**src/rtl/abort_entry_ctrl.sv**
```systemverilog
module abort_entry_ctrl #(
  parameter logic [31:0] PABT_VEC  = 32'h0000_000C,
  parameter logic [31:0] DABT_VEC  = 32'h0000_0010,
  parameter logic [4:0]  ABT_MODE  = 5'b10111,
  parameter int          IMASK_BIT = 7
) (
  input  logic        clk,
  input  logic        rst_n,
  input  logic        if_valid,
  input  logic [31:0] if_pc,
  input  logic        if_fault,
  input  logic        flush,
  input  logic        mem_fault,
  input  logic [31:0] mem_pc,
  input  logic [31:0] status_in,
  output logic        ex_issue,
  output logic        exc_taken,
  output logic [1:0]  exc_code,
  output logic [31:0] link_addr,
  output logic [31:0] saved_status,
  output logic [31:0] new_status,
  output logic [31:0] redirect_pc
);
  localparam logic [1:0] CODE_NONE = 2'b00;
  localparam logic [1:0] CODE_PABT = 2'b01;
  localparam logic [1:0] CODE_DABT = 2'b10;

  logic        id_v, id_fault, ex_v, ex_fault;
  logic [31:0] id_pc, ex_pc;
  logic        take_d, take_p, kill;
  logic [31:0] status_abt;

  assign take_d   = mem_fault & ~exc_taken;
  assign take_p   = ex_v & ex_fault & ~flush & ~mem_fault & ~exc_taken;
  assign kill     = flush | take_d | take_p | exc_taken;
  assign ex_issue = ex_v & ~ex_fault & ~flush & ~mem_fault & ~exc_taken;

  always_comb begin
    status_abt            = status_in;
    status_abt[IMASK_BIT] = 1'b1;
    status_abt[4:0]       = ABT_MODE;
  end

  always_ff @(posedge clk) begin
    if (!rst_n) begin
      id_v     <= 1'b0;
      id_fault <= 1'b0;
      id_pc    <= '0;
      ex_v     <= 1'b0;
      ex_fault <= 1'b0;
      ex_pc    <= '0;
    end else begin
      id_v     <= if_valid & ~kill;
      id_fault <= if_fault;
      id_pc    <= if_pc;
      ex_v     <= id_v & ~kill;
      ex_fault <= id_fault;
      ex_pc    <= id_pc;
    end
  end

  always_ff @(posedge clk) begin
    if (!rst_n) begin
      exc_taken    <= 1'b0;
      exc_code     <= CODE_NONE;
      link_addr    <= '0;
      saved_status <= '0;
      new_status   <= '0;
      redirect_pc  <= '0;
    end else begin
      exc_taken <= take_d | take_p;
      exc_code  <= take_d ? CODE_DABT : (take_p ? CODE_PABT : CODE_NONE);
      if (take_d | take_p) begin
        link_addr    <= take_d ? mem_pc + 32'd8 : ex_pc + 32'd4;
        saved_status <= status_in;
        new_status   <= status_abt;
        redirect_pc  <= take_d ? DABT_VEC : PABT_VEC;
      end
    end
  end

  assert_pulse_R7: assert property (@(posedge clk) disable iff (!rst_n)
    exc_taken |=> !exc_taken);

  assert_mode_R5: assert property (@(posedge clk) disable iff (!rst_n)
    exc_taken |-> (new_status[4:0] == ABT_MODE && new_status[IMASK_BIT]
                   && new_status[31:8] == saved_status[31:8]));

  assert_vector_R6: assert property (@(posedge clk) disable iff (!rst_n)
    exc_taken |-> ((exc_code == CODE_DABT && redirect_pc == DABT_VEC) ||
                   (exc_code == CODE_PABT && redirect_pc == PABT_VEC)));

  assert_data_first_R8: assert property (@(posedge clk) disable iff (!rst_n)
    (mem_fault && !exc_taken) |=> (exc_taken && exc_code == CODE_DABT));

  assert_flush_quiet_R3: assert property (@(posedge clk) disable iff (!rst_n)
    (flush && !mem_fault) |=> (!exc_taken && !ex_issue));

  assert_code_idle_R6: assert property (@(posedge clk) disable iff (!rst_n)
    !exc_taken |-> exc_code == CODE_NONE);
endmodule

```
**config.mk**
```make
export PLATFORM = sky130hd
export DESIGN_NAME = abort_entry_ctrl
export DESIGN_NICKNAME = d
export VERILOG_FILES = /design/src/rtl/abort_entry_ctrl.sv
export SDC_FILE = /design/constraint.sdc
export NUM_CORES = 1
export LEC_CHECK = 0
export BUFFER_PORTS_ARGS = -buffer_cell sky130_fd_sc_hd__buf_2
export CAP_MARGIN = 20
export CORE_UTILIZATION = 44
export DETAILED_ROUTE_END_ITERATION = 10
export HOLD_SLACK_MARGIN = 0.06
export PLACE_DENSITY_LB_ADDON = 0.08
export SLEW_MARGIN = 10
export SYNTH_ARGS = -nofsm -noshare
export SYNTH_HDL_FRONTEND = slang
export SYNTH_SLANG_ARGS = --single-unit
```
**constraint.sdc**
```tcl
create_clock -name clk -period 2.2 [get_ports clk]
set_clock_uncertainty 0.1 [all_clocks]
set_input_delay 0.11 -clock clk [delete_from_list [all_inputs] [get_ports clk]]
set_output_delay 0.11 -clock clk [all_outputs]
set_load 0.01 [all_outputs]
```
==> flow_summary.yaml <==
timing:
  finalCriticalPeriod_ps: 2100
  min_period_over_period: 0.957
  hold_viol: 0
  tns_ps: 0
  max_slew.worst_pin.slew_ps: 569
  slew_headroom: 0.620
  clock.fmax_ghz: 0.475
  slew_viol_final: 0
  grt_setup_unrepaired: "yes"
  hold_slack_ps: 75.9
  finalSetupViolCount: 0
power:
  p_total_uw: 6450
  power_density_nw_per_um2: 760
  p_leak_uw: 0.00386
  peakVddDrop_mv: 0.469
grt:
  grt_start_max_net_pins: 70
  antenna_found_initial: 0
  grt_pass1_vias: 5355
  grt_usage: 0.238
  grt-ovfl-total: 0
  grt_first_pass_wirelength_microns: 25700
cts:
  cts_tree: "yes"
  path_clk_slew_ps: 60
  h-tree-depth: 4
  root_buffer: "clkbuf_16"
  ctsLongestPathBuffers: 2
  clock_sinks: 138
  clk_latency_ps: 410
  cts_buffers: 17
floorplanning:
  dieArea_sq_um: 14000
  start_util: 0.450
  fp.dieH_microns: 118
  ios: 234
  fp.dieW_microns: 118
  core-area_sq_um: 13200
  num_rows: 42
run_status:
  outcome: "finished clean"
setup_path:
  path_max_fanout: 6
  slowest_delay_ps: 570
  cp_cell_sequence: "dlygate4sd3_1 -> buf_2 -> nand2_1 -> nor4_2 -> buf_4 -> nand4_1 -> xor2_1 -> dlygate4sd3_1 -> o221ai_1"
  endpoint_kind: "register"
  cpMostUsedCell: "dlygate4sd3_1"
  reg2regPathDepth: 5
  worstSetupPathType: "input port to register"
  cp.required_ps: 2440
  worstPathArrival_ps: 2340
  worstSetupStartpointType: "input port"
  crit_slowest_cell: "dlygate4sd3_1"
place:
  hpwl_microns: 11600
  place_congestion: 0.831
  portBuffers: 203
route:
  ant_nets: 0
  drt-total-wl_microns: 16200
  first_pass_iters: 4
  dr_total_vias: 5528
  wl_met1_microns: 6610
  wl_per_cell_microns: 14.2
  wl_met2_microns: 8390
  wl_met3_microns: 716
  viasPerCell: 4.85
  top_layer: "met4"
  post-route-drc-count: 0
  drt-initial-drc-count: 298
synthesis:
  synth-edff-count: 0
  syn_inst: 674
  synth_top_flop_cell: "dfxtp_1"
  synthArstFlopShare: 0
  avgSynthCellArea_sq_um: 8.84
  ys_types: 50
  synth_area_sq_um: 5960
  postSynthRegisterBits: 138
  yosys_warnings: 0
  ys_seq_area_frac: 0.464
job:
  maxCapViolCount: 0
final_layout:
  final_cell_mix: "203 x buf_2, 138 x dfxtp_1, 101 x nand2_1, 93 x dlygate4sd3_1, 68 x and2_1"
  layout-drive-gt1-share: 0.285
  nets: 1055
  final_common_cell: "buf_2"
  syn2layout_area_growth_pct: 42.6
  fillers: 1145
  antennaDiodeCount: 0
hold_path:
  hp-class: "input port to register"
  hold_path_depth: 4
[cell usage after synthesis (4+ instances only)]
cell type	number	area [sq um]
dfxtp_1	138	2760
nand2_1	101	379
and2_1	68	425
buf_4	61	458
a21oi_1	40	200
clkbuf_1	28	105
xor2_1	28	245
nand3_1	26	130
nand4_1	21	131
nor2_1	21	78.8
xnor2_1	17	149
o21ai_0	12	60.1
nor3_1	10	50.1
and3_1	9	56.3
inv_1	9	33.8
and4_1	7	61.3
nor4_1	7	43.8
o221ai_1	7	61.3
o211ai_1	6	45.0
buf_2	4	20.0
mux2i_1	4	40.0
or3_1	4	25.0
[logic make-up (layout without fill, tap and decap cells)]
kind of cell | Yosys count | after routing | share of synthesized area
AOI/OAI and AO/OA | 91 | 91 | 0.0981
DFF | 138 | 138 | 0.464
other | 1 | 30 | 0.000630
muxes | 4 | 4 | 0.00672
adders and majority gates | 2 | 2 | 0.00420
buffers and inverters | 103 | 364 | 0.104
xor gates and xnor gates | 45 | 45 | 0.0662
and+or+nand+nor | 290 | 290 | 0.256
[per-stage QoR]
step | cell area, sq um | worst slack, ps | utilization | cells
global placement | 6910 | 94.6 | 0.522 | 1013
global route | 8490 | -21.3 | 0.641 | 1140
detailed placement | 6910 | 71.2 | 0.522 | 1013
CTS | 8460 | 22.1 | 0.639 | 1138
finish | 8490 | 95.0 | 0.641 | 1140
floorplan | 6060 | 115 | - | 703
[path summary, 6_finish.rpt]
kind | start | end | slack, ps
setup / recovery | mem_pc[12] | link_addr[31] | 100
setup reg to reg | ex_pc[9] | link_addr[24] | 120
hold reg to reg | id_pc[2] | ex_pc[2] | 330
hold / removal | mem_pc[9] | link_addr[9] | 80
[area by class of cell]
cell class	instances	area, sq um	share of cell area
Inverter	10	37.5	0.00442
Sequential cell	138	2760	0.325
Multi-Input combinational cell	462	2710	0.319
Timing Repair Buffer	322	2140	0.252
Clock inverter	13	191	0.0225
Tap cell	176	220	0.0259
Clock buffer	19	433	0.0510
[report_power, final]
| group | switching, uW | total, uW | internal (uW) | leakage [uW] |
|---|---|---|---|---|
| Combinational | 382 | 761 | 380 | 0.00242 |
| Clock | 1070 | 2980 | 1910 | 0.000295 |
| Sequential | 80.5 | 2720 | 2640 | 0.00114 |
| Total | 1530 | 6450 | 4920 | 0.00386 |
[worst max-delay path, delay by kind of cell]
family	cells	cell delay, ps
and+or+nand+nor	3	490
xor gates and xnor gates	1	170
buffers and inverters	4	1420
AOI/OAI and AO/OA	1	150
[state kept, by name (all words and copies together) (netlist names)]
name          flops
ex_pc            32
id_pc            32
link_addr        32
saved_status     32
exc_code          2
redirect_pc       2
ex_fault          1
ex_v              1
exc_taken         1
id_fault          1
id_v              1
new_status        1
[repair_timing]
item,CTS,global route
hold endpoints to repair,91,0
buffers inserted,0,2
endpoints found under the setup margin,0,7
gates resized for setup,0,4
hold buffers,93,0
[per-layer routing]
layer	GRT usage	vias to the layer above
met2	0.436	183
met3	0.0507	38
met1	0.258	2546
met5	0	-
met4	0.117	0
li1	-	2761
Note: power is estimated with default switching activity, not from simulation.
